[src/rtl/swb_pkg.sv]
package swb_pkg;

  localparam int SWB_TW = 16;
  typedef logic [SWB_TW-1:0] swb_cnt_t;

  typedef enum logic [2:0] {
    OP_NONE  = 3'd0,
    OP_RESET = 3'd1,
    OP_START = 3'd2,
    OP_STOP  = 3'd3,
    OP_WRITE = 3'd4,
    OP_READ  = 3'd5
  } swb_op_e;

  // one frame: total length, low time, sample offset, sample enable
  typedef struct packed {
    swb_cnt_t len;
    swb_cnt_t low;
    swb_cnt_t smp;
    logic     smp_en;
  } swb_frame_t;

  // one complete timing set
  typedef struct packed {
    swb_cnt_t bit_len;
    swb_cnt_t low1;
    swb_cnt_t low0;
    swb_cnt_t low_sta;
    swb_cnt_t low_stp;
    swb_cnt_t smp;
    swb_cnt_t rst;
    swb_cnt_t rec;
    swb_cnt_t dlow;
    swb_cnt_t dsmp;
  } swb_tset_t;

  function automatic logic swb_op_legal(logic [2:0] op);
    return (op >= 3'd1) && (op <= 3'd5);
  endfunction

  function automatic logic [3:0] swb_steps(swb_op_e op);
    case (op)
      OP_RESET: return 4'd3;
      OP_WRITE,
      OP_READ:  return 4'd9;
      default:  return 4'd1;
    endcase
  endfunction

  function automatic swb_frame_t swb_mk(swb_cnt_t len, swb_cnt_t low,
                                        swb_cnt_t smp, logic en);
    swb_frame_t f;
    f.len    = len;
    f.low    = low;
    f.smp    = smp;
    f.smp_en = en;
    return f;
  endfunction

  // frame for a given step of a command
  function automatic swb_frame_t swb_plan(swb_op_e op, swb_tset_t ts,
                                          logic [3:0] step, logic dbit,
                                          logic ackb);
    swb_frame_t f;
    case (op)
      OP_RESET: begin
        if (step == 4'd0)      f = swb_mk(ts.rst, ts.rst, '0, 1'b0);
        else if (step == 4'd1) f = swb_mk(ts.rec, '0, '0, 1'b0);
        else                   f = swb_mk(ts.bit_len, ts.dlow, ts.dsmp, 1'b1);
      end
      OP_START: f = swb_mk(ts.bit_len, ts.low_sta, '0, 1'b0);
      OP_STOP:  f = swb_mk(ts.bit_len, ts.low_stp, '0, 1'b0);
      OP_WRITE: begin
        if (step < 4'd8) f = swb_mk(ts.bit_len, dbit ? ts.low1 : ts.low0, '0, 1'b0);
        else             f = swb_mk(ts.bit_len, ts.low1, ts.smp, 1'b1);
      end
      OP_READ: begin
        if (step < 4'd8) f = swb_mk(ts.bit_len, ts.low1, ts.smp, 1'b1);
        else             f = swb_mk(ts.bit_len, ackb ? ts.low1 : ts.low0, '0, 1'b0);
      end
      default: f = swb_mk(ts.bit_len, '0, '0, 1'b0);
    endcase
    return f;
  endfunction

endpackage

[src/rtl/swb_tsel.sv]
module swb_tsel
  import swb_pkg::*;
#(
  parameter int STD_BIT  = 24,
  parameter int STD_ONE  = 3,
  parameter int STD_ZERO = 12,
  parameter int STD_STP  = 17,
  parameter int STD_STA  = 21,
  parameter int STD_SMP  = 8,
  parameter int STD_RST  = 120,
  parameter int STD_REC  = 10,
  parameter int STD_DLOW = 2,
  parameter int STD_DSMP = 6,
  parameter int HS_BIT   = 12,
  parameter int HS_ONE   = 2,
  parameter int HS_ZERO  = 7,
  parameter int HS_STP   = 9,
  parameter int HS_STA   = 10,
  parameter int HS_SMP   = 4,
  parameter int HS_RST   = 48,
  parameter int HS_REC   = 6,
  parameter int HS_DLOW  = 1,
  parameter int HS_DSMP  = 3
) (
  input  logic      hs,
  output swb_tset_t ts
);

  function automatic swb_tset_t mk_set(int b, int l1, int l0, int stp, int sta,
                                       int smp, int rst, int rec, int dl, int ds);
    swb_tset_t t;
    t.bit_len = swb_cnt_t'(b);
    t.low1    = swb_cnt_t'(l1);
    t.low0    = swb_cnt_t'(l0);
    t.low_stp = swb_cnt_t'(stp);
    t.low_sta = swb_cnt_t'(sta);
    t.smp     = swb_cnt_t'(smp);
    t.rst     = swb_cnt_t'(rst);
    t.rec     = swb_cnt_t'(rec);
    t.dlow    = swb_cnt_t'(dl);
    t.dsmp    = swb_cnt_t'(ds);
    return t;
  endfunction

  localparam swb_tset_t SET_STD = mk_set(STD_BIT, STD_ONE, STD_ZERO, STD_STP, STD_STA,
                                         STD_SMP, STD_RST, STD_REC, STD_DLOW, STD_DSMP);
  localparam swb_tset_t SET_HS  = mk_set(HS_BIT, HS_ONE, HS_ZERO, HS_STP, HS_STA,
                                         HS_SMP, HS_RST, HS_REC, HS_DLOW, HS_DSMP);

  assign ts = hs ? SET_HS : SET_STD;

endmodule

[src/rtl/swb_frame.sv]
module swb_frame
  import swb_pkg::*;
(
  input  logic       clk,
  input  logic       rst_n,
  input  logic       load,
  input  swb_frame_t frm,
  input  logic       line_in,
  output logic       pull_low,
  output logic       frame_end,
  output logic       sample_stb,
  output logic       smp_bit,
  output logic       active
);

  swb_frame_t cur;
  swb_cnt_t   cnt;

  assign frame_end  = active && (cnt == cur.len - swb_cnt_t'(1));
  assign sample_stb = active && cur.smp_en && (cnt == cur.smp);
  assign pull_low   = active && (cnt < cur.low);

  always_ff @(posedge clk or negedge rst_n) begin
    if (!rst_n) begin
      active  <= 1'b0;
      cnt     <= '0;
      cur     <= '0;
      smp_bit <= 1'b0;
    end else begin
      if (sample_stb) smp_bit <= line_in;
      if (load) begin
        active <= 1'b1;
        cnt    <= '0;
        cur    <= frm;
      end else if (frame_end) begin
        active <= 1'b0;
        cnt    <= '0;
      end else if (active) begin
        cnt <= cnt + swb_cnt_t'(1);
      end
    end
  end

endmodule

[src/rtl/swb_seq.sv]
module swb_seq
  import swb_pkg::*;
(
  input  logic       clk,
  input  logic       rst_n,
  input  logic       cmd_valid,
  input  logic [2:0] cmd_op,
  input  logic [7:0] cmd_data,
  input  logic       cmd_ack_bit,
  input  swb_tset_t  ts_in,
  input  logic       frame_end,
  input  logic       smp_bit,
  output logic       load,
  output swb_frame_t frm,
  output logic       busy,
  output logic       done,
  output logic [7:0] rx_data,
  output logic       rx_nack,
  output logic       present
);

  swb_op_e    op_q;
  swb_tset_t  ts_q;
  logic [3:0] step_q;
  logic [6:0] dsr;
  logic [7:0] rsr;
  logic       ack_q;
  logic       accept;
  logic       last;

  assign accept = cmd_valid && !busy && swb_op_legal(cmd_op);
  assign last   = frame_end && (step_q == 4'(swb_steps(op_q) - 4'd1));
  assign load   = accept || (frame_end && !last);

  always_comb begin
    if (accept)
      frm = swb_plan(swb_op_e'(cmd_op), ts_in, 4'd0, cmd_data[7], cmd_ack_bit);
    else
      frm = swb_plan(op_q, ts_q, 4'(step_q + 4'd1), dsr[6], ack_q);
  end

  always_ff @(posedge clk or negedge rst_n) begin
    if (!rst_n) begin
      busy    <= 1'b0;
      done    <= 1'b0;
      op_q    <= OP_NONE;
      ts_q    <= '0;
      step_q  <= '0;
      dsr     <= '0;
      rsr     <= '0;
      ack_q   <= 1'b0;
      rx_data <= '0;
      rx_nack <= 1'b0;
      present <= 1'b0;
    end else begin
      done <= 1'b0;
      if (accept) begin
        busy   <= 1'b1;
        op_q   <= swb_op_e'(cmd_op);
        ts_q   <= ts_in;
        step_q <= '0;
        dsr    <= cmd_data[6:0];
        rsr    <= '0;
        ack_q  <= cmd_ack_bit;
      end else if (frame_end) begin
        dsr <= {dsr[5:0], 1'b0};
        if (op_q == OP_READ && step_q < 4'd8) rsr <= {rsr[6:0], smp_bit};
        if (last) begin
          busy <= 1'b0;
          done <= 1'b1;
          case (op_q)
            OP_RESET: present <= ~smp_bit;
            OP_WRITE: rx_nack <= smp_bit;
            OP_READ: begin
              rx_data <= rsr;
              rx_nack <= ack_q;
            end
            default: ;
          endcase
        end else begin
          step_q <= 4'(step_q + 4'd1);
        end
      end
    end
  end

endmodule

[src/rtl/swb_host.sv]
module swb_host
  import swb_pkg::*;
#(
  parameter int STD_BIT  = 24,
  parameter int STD_ONE  = 3,
  parameter int STD_ZERO = 12,
  parameter int STD_STP  = 17,
  parameter int STD_STA  = 21,
  parameter int STD_SMP  = 8,
  parameter int STD_RST  = 120,
  parameter int STD_REC  = 10,
  parameter int STD_DLOW = 2,
  parameter int STD_DSMP = 6,
  parameter int HS_BIT   = 12,
  parameter int HS_ONE   = 2,
  parameter int HS_ZERO  = 7,
  parameter int HS_STP   = 9,
  parameter int HS_STA   = 10,
  parameter int HS_SMP   = 4,
  parameter int HS_RST   = 48,
  parameter int HS_REC   = 6,
  parameter int HS_DLOW  = 1,
  parameter int HS_DSMP  = 3
) (
  input  logic       clk,
  input  logic       rst_n,
  input  logic       cmd_valid,
  input  logic [2:0] cmd_op,
  input  logic [7:0] cmd_data,
  input  logic       cmd_ack_bit,
  input  logic       speed_hi,
  input  logic       line_in,
  output logic       pull_low,
  output logic       busy,
  output logic       done,
  output logic [7:0] rx_data,
  output logic       rx_nack,
  output logic       present
);

  swb_tset_t  ts_w;
  swb_frame_t frm_w;
  logic       load_w;
  logic       frame_end_w;
  logic       sample_stb_w;
  logic       smp_bit_w;
  logic       frame_act_w;

  swb_tsel #(
    .STD_BIT(STD_BIT), .STD_ONE(STD_ONE), .STD_ZERO(STD_ZERO), .STD_STP(STD_STP),
    .STD_STA(STD_STA), .STD_SMP(STD_SMP), .STD_RST(STD_RST), .STD_REC(STD_REC),
    .STD_DLOW(STD_DLOW), .STD_DSMP(STD_DSMP),
    .HS_BIT(HS_BIT), .HS_ONE(HS_ONE), .HS_ZERO(HS_ZERO), .HS_STP(HS_STP),
    .HS_STA(HS_STA), .HS_SMP(HS_SMP), .HS_RST(HS_RST), .HS_REC(HS_REC),
    .HS_DLOW(HS_DLOW), .HS_DSMP(HS_DSMP)
  ) u_tsel (
    .hs (speed_hi),
    .ts (ts_w)
  );

  swb_seq u_seq (
    .clk         (clk),
    .rst_n       (rst_n),
    .cmd_valid   (cmd_valid),
    .cmd_op      (cmd_op),
    .cmd_data    (cmd_data),
    .cmd_ack_bit (cmd_ack_bit),
    .ts_in       (ts_w),
    .frame_end   (frame_end_w),
    .smp_bit     (smp_bit_w),
    .load        (load_w),
    .frm         (frm_w),
    .busy        (busy),
    .done        (done),
    .rx_data     (rx_data),
    .rx_nack     (rx_nack),
    .present     (present)
  );

  swb_frame u_frame (
    .clk        (clk),
    .rst_n      (rst_n),
    .load       (load_w),
    .frm        (frm_w),
    .line_in    (line_in),
    .pull_low   (pull_low),
    .frame_end  (frame_end_w),
    .sample_stb (sample_stb_w),
    .smp_bit    (smp_bit_w),
    .active     (frame_act_w)
  );

endmodule

[config.mk]
export PLATFORM = sky130hd
export DESIGN_NAME = swb_host
export DESIGN_NICKNAME = d
export VERILOG_FILES = /design/src/rtl/swb_pkg.sv /design/src/rtl/swb_tsel.sv /design/src/rtl/swb_frame.sv /design/src/rtl/swb_seq.sv /design/src/rtl/swb_host.sv
export SDC_FILE = /design/constraint.sdc
export NUM_CORES = 1
export LEC_CHECK = 0
export ABC_AREA = 1
export BUFFER_PORTS_ARGS = -buffer_cell sky130_fd_sc_hd__buf_2
export CAP_MARGIN = 20
export CORE_ASPECT_RATIO = 1.2
export CORE_MARGIN = 2
export CORE_UTILIZATION = 55
export DETAILED_ROUTE_END_ITERATION = 10
export GPL_TIMING_DRIVEN = 0
export PLACE_DENSITY_LB_ADDON = 0.12
export SETUP_SLACK_MARGIN = 0.15
export SLEW_MARGIN = 20
export SYNTH_ARGS = -nofsm -noshare
export SYNTH_HDL_FRONTEND = slang
export SYNTH_SLANG_ARGS = --single-unit
[constraint.sdc]
create_clock -name clk -period 4.91 [get_ports clk]
set_input_delay 0.491 -clock clk [delete_from_list [all_inputs] [get_ports clk]]
set_output_delay 0.491 -clock clk [all_outputs]
set_load 0.01 [all_outputs]
Yosys cells after proc, flatten, opt, wreduce, memory -nomap -nowiden
Index checks and enable logic that the tools add are counted.
Widths: inputs -> output; s select.
{"block": "word_totals", "ff_bits": 251, "latchBits": 0, "ramBits": 0, "mem_bits_ro": 0, "in_bits": 17, "out_inout_bits": 13, "word_cells": 112, "n_memories": 0}
{"block": "op_classes", "addsub": 4, "n_mul": 0, "div": 0, "magnitude_cmp": 5, "eq_ne": 15, "shift": 0, "mux": 32, "bitwise": 2, "n_reduce_logical": 27}
{"op": "$pmux 49 s5", "count": 2}
{"op": "$mux 149", "count": 1}
{"op": "$mux 49", "count": 3}
{"op": "$mux 16", "count": 6}
{"op": "$mux 33", "count": 2}
{"op": "$eq 16x16->1", "count": 2}
{"op": "$mux 8", "count": 3}
{"op": "$add 16x1->16 const B", "count": 1}
{"op": "$lt 16x16->1", "count": 1}
{"op": "$sub 16x1->16 const B", "count": 1}
{"op": "$mux 7", "count": 2}
{"op": "$eq 3x2->1 const B", "count": 4}
{"op": "$eq 3x3->1 const B", "count": 4}
{"op": "$mux 4", "count": 3}
{"op": "$reduce_and 4->1", "count": 3}
{"op": "$logic_and 1x1->1", "count": 10}
{"op": "$reduce_bool 2->1", "count": 5}
{"op": "$lt 4x4->1 const B", "count": 2}
{"op": "$mux 1", "count": 8}
{"op": "$pmux 4 s2", "count": 1}
{"op": "$eq 3x1->1 const B", "count": 2}
{"op": "$reduce_and 2->1", "count": 3}
{"op": "$add 4x1->4 const B", "count": 1}
{"op": "$eq 4x1->1 const B", "count": 1}
{"op": "other kinds (12)", "count": 14}

Depth between registers and ports, before layout
{"block": "logic_depth", "ltp_word": 10, "ltp_mapped": 16, "mapped_depth_nobuf": 16}

By module
Synthesis repeated with hierarchy kept, for this count alone.
{"block": "unflattened", "cells_unflattened": 2349, "hier_area_um2": 16453.3}
{"mod": "swb_seq", "instances": 1, "cells_per_inst": 1661, "area_each_um2": 11259.5, "seq_area_each_um2": 4879.7}
{"mod": "swb_frame", "instances": 1, "cells_per_inst": 526, "area_each_um2": 3988.8, "seq_area_each_um2": 1676.6}
{"mod": "swb_tsel", "instances": 1, "cells_per_inst": 162, "area_each_um2": 1204.9, "seq_area_each_um2": 0.0}

Worst setup path after synthesis
Ideal clock, no wire load.
{"block": "synth_path", "path_type": "reg2reg", "startpoint": "reg u_frame.cur[36] (netlist name)", "endpoint": "reg u_seq.rsr[4]", "setup_time_ns": 0.121, "arrival_ns": 1.911, "required_ns": 4.789, "setup_slack_ns": 2.878, "stages_incl_launch_ff": 16, "path_buffers": 1, "period_less_slack_ns": 2.032, "path_cell_list": "dfrtp_1 -> inv_2 -> nand3_1 -> nor2_1 -> ha_1 -> nand2_1 -> inv_1 -> nor2_1 -> nand3_1 -> nor2_1 -> nand3_1 -> nor2_4 -> nand2_2 -> buf_2 -> nand3_1 -> o21ai_1"}
{"block": "synth_via", "elab_chain_cells": 5}
{"element": "from (decl)", "line": "swb_frame.sv:16", "text": "swb_frame_t cur;"}
{"element": "from (signal assigned)", "line": "swb_frame.sv:34", "text": "cur <= frm;"}
{"element": "$sub 16x1->16", "line": "swb_frame.sv:19", "text": "assign frame_end = active && (cnt == cur.len - swb_cnt_t'(1));"}
{"element": "$eq 16x16->1", "line": "swb_frame.sv:19"}
{"element": "$logic_and 1x1->1", "line": "swb_frame.sv:19"}
{"element": "$reduce_bool 2->1 (no line)"}
{"element": "$reduce_and 2->1 (no line)"}
{"element": "to (signal assigned)", "line": "swb_seq.sv:67", "text": "if (op_q == OP_READ && step_q < 4'd8) rsr <= {rsr[6:0], smp_bit};"}
{"element": "to (decl)", "line": "swb_seq.sv:26", "text": "logic [7:0] rsr;"}
No other way between the ends.
A chain may end at the register's enable or synchronous reset.

Worst setup path in the final report
{"block": "layout_path", "startpoint": "reg u_frame.cnt[11]", "endpoint": "out pull_low"}
{"block": "layout_via", "elab_chain_cells": 2}
{"element": "from (decl)", "line": "swb_frame.sv:17", "text": "swb_cnt_t cnt;"}
{"element": "from (signal assigned)", "line": "swb_frame.sv:39", "text": "cnt <= cnt + swb_cnt_t'(1);"}
{"element": "$lt 16x16->1", "line": "swb_frame.sv:21", "text": "assign pull_low = active && (cnt < cur.low);"}
{"element": "$logic_and 1x1->1", "line": "swb_frame.sv:21"}
{"element": "to (decl)", "line": "swb_host.sv:33", "text": "output logic pull_low,"}
No other way between the ends.

==> run summary <==
Outcome = complete, no violations
CTS clk-pin slew, worst paths = 0.08 ns
Sequential-to-total area share from yosys stat = 0.388
RSZ-0062 raised after global routing = no
Fraction of layout cells with a size suffix above 1 = 0.115
DRC marker count from the first detailed-route iteration = 330
CTS buffer count = 9
Crit path max fanout = 5
WL/cell = 14.0 um
Number of flops mapped to enable cells by yosys = 0
Height of the die = 105 um
Count leader, synth = nand2_1
Dominant cells by area after synthesis = dfrtp_1, nand2_1, nand3_1
Root buffer cell = clkbuf_8
Worst IR drop on VDD = 0.196 mV
Hold Worst Slack = 0.339 ns
Via count = 4432
Asr flop ratio synth = 1.00
Fill cell count = 760
CTS tree = yes
Hold Path Depth = 3
CP max-delay cell = or3b_2
Syn nets = 695
Slew headroom = 0.645
Critical path required time = 4.42 ns
Top Ports = 30
Final Critical Period = 2.51 ns
Total grt overflow = 0
Crit-path cells = inv_1 > nand2_1 > nor2_1 > nand3b_1 > or3b_2 > a21oi_1 > buf_2
R2r setup slk = 2.53 ns
Setup TNS = 0 ns
Antenna-violating nets left = 0
Largest net degree at the start of global routing = 57
Post-synth top area cell = dfrtp_1
Worst setup SP type = flop
Top cell type's share of synthesized area = 0.388
Worst-skew pair later-pin latency = 0.36 ns
Starting Density = 0.570
WP data arrival = 2.02 ns
Final Skew = 0.0124 ns
Core Region = 0.00815 mm2
Ys flop type = dfrtp_1
Most frequent cells after synthesis = nand2_1, nand3_1, inv_1
Mapped Avg Cell Area = 6.98 um2
Critical Path Sink Type = output pin
Core Rows = 36
Syn Std Cell Area = 0.00464 mm2
Final GP Congestion = 0.934
Worst setup path category = flop to output pin
Max-slew violation count = 0
IO Port Bufs = 29
Pwr Total = 1.04 mW
Vias in the first global route = 4386
Max Cap Viol = 0
Initial antenna violation count = 0
CP max stage delay = 0.47 ns
Count of cell types in the netlist = 34
Lkg Pwr = 2.68 nW
Fin. Hold Viols = 0
DP HPWL = 8570 um
Final period utilization = 0.512
Peak Freq = 0.398 GHz
GRT Util Overall = 0.277
Slew of the pin with the lowest slew margin = 0.532 ns
# setup viols final = 0
HP Class = input port to flop
Clock Sinks = 72
Layout Nets = 737
Die Area = 0.00920 mm2
Chip width = 87.9 um
Final wirelength = 11500 um
Post_cts resized = 0
Global-route wire length before repair = 20000 um
CTS Buffer Depth = 2
Antenna diode count = 0
Storage cell area = 0.00180 mm2
Synth warnings = 0
#FFs+latches synth = 72
Reg2reg path depth = 15
Area Overhead vs Synth = 10.6%
Multi-input gate area = 0.00242 mm2
H-tree Lvls = 3
Syn Inst Count = 665
Power density cells = 203 mW/mm2
DR vias/cell = 5.37
DR pass1 iterations = 5
Remaining DRCs = 0
critical path, delay by kind of cell (launching register included):
family          cells  cell delay [ns]
simple gates        4             0.85
flops               1             0.43
buf+inv             2             0.26
compound gates      1             0.14
state kept, by name, indices dropped and copies added (netlist names):
register,flops
u_frame.active,1
u_frame.cnt,16
u_frame.cur,16
u_frame.smp_bit,1
u_seq.ack_q,1
u_seq.busy,1
u_seq.done,1
u_seq.dsr,7
u_seq.op_q,3
u_seq.present,1
u_seq.rsr,8
u_seq.rx_data,8
u_seq.rx_nack,1
u_seq.step_q,4
u_seq.ts_q,3
area by class of cell:
| type | instances | share of cell area |
|---|---|---|
| tap | 114 | 0.0278 |
| multi-input combinational | 493 | 0.472 |
| clock inverter | 4 | 0.00609 |
| buffer | 20 | 0.0224 |
| inverter | 80 | 0.0589 |
| clock buffer | 12 | 0.0263 |
| timing repair buffer | 31 | 0.0360 |
| sequential | 72 | 0.351 |
power breakdown:
group          switching, mW  leakage [nW]  internal [mW]
Sequential                 0         0.934          0.592
Combinational         0.0212          1.67        0.00990
Clock                  0.231        0.0845          0.186
per-stage QoR:
| stage | cells | util | setup slack, ns | area (um2) |
|---|---|---|---|---|
| finish | 826 | 0.630 | 2.40 | 5140 |
| global route | 826 | 0.630 | 2.26 | 5140 |
| CTS | 826 | 0.630 | 2.38 | 5140 |
| detailed placement | 809 | 0.609 | 2.53 | 4960 |
| global placement | 808 | 0.605 | 2.57 | 4930 |
| floorplan | 665 | - | 2.88 | 4640 |
cells by family after synthesis:
logic type	after synthesis	synth area share
adders and majority gates	13	0.0350
xor gates and xnor gates	17	0.0337
DFF	72	0.388
buffers and inverters	100	0.0900
and+or+nand+nor	392	0.374
AOI/OAI and AO/OA	71	0.0795
worst paths after layout:
kind                            startpoint               to
max                        u_frame.cnt[11]         pull_low
min                            cmd_data[0]     u_seq.dsr[0]
max reg2reg                u_frame.cur[36]     u_seq.rsr[4]
min reg2reg                u_frame.cur[35]  u_frame.cur[35]
max in group asynchronous            rst_n     u_seq.dsr[0]
min in group asynchronous            rst_n   u_frame.cnt[4]
per-layer routing:
metal  GRT usage  wire length, um  vias up  share of wire
met5           0                0        -              0
met4       0.110              379        0          0.033
met3      0.0561              574       30          0.050
met2       0.455             5600      148           0.48
met1       0.354             4990     2033           0.43
li1            -                -     2221              -
timing repair:
item,in CTS,in global routing
hold endpoints to repair,16,0
setup buffers,0,0
setup endpoints to repair,0,0
hold buffers,1,0
cell usage in the layout, fill, tap and decap left out, types with 7 or more instances in the layout:
cell	instances
nand2_1	223
nand3_1	81
inv_1	74
dfrtp_1	72
o21ai_0	46
buf_2	39
nor2_1	38
nand4_1	18
a21oi_1	14
xor2_1	14
ha_1	13
nor3_1	12
clkbuf_8	9
o21ai_1	7
No activity file was read; power rests on OpenSTA's default activity.
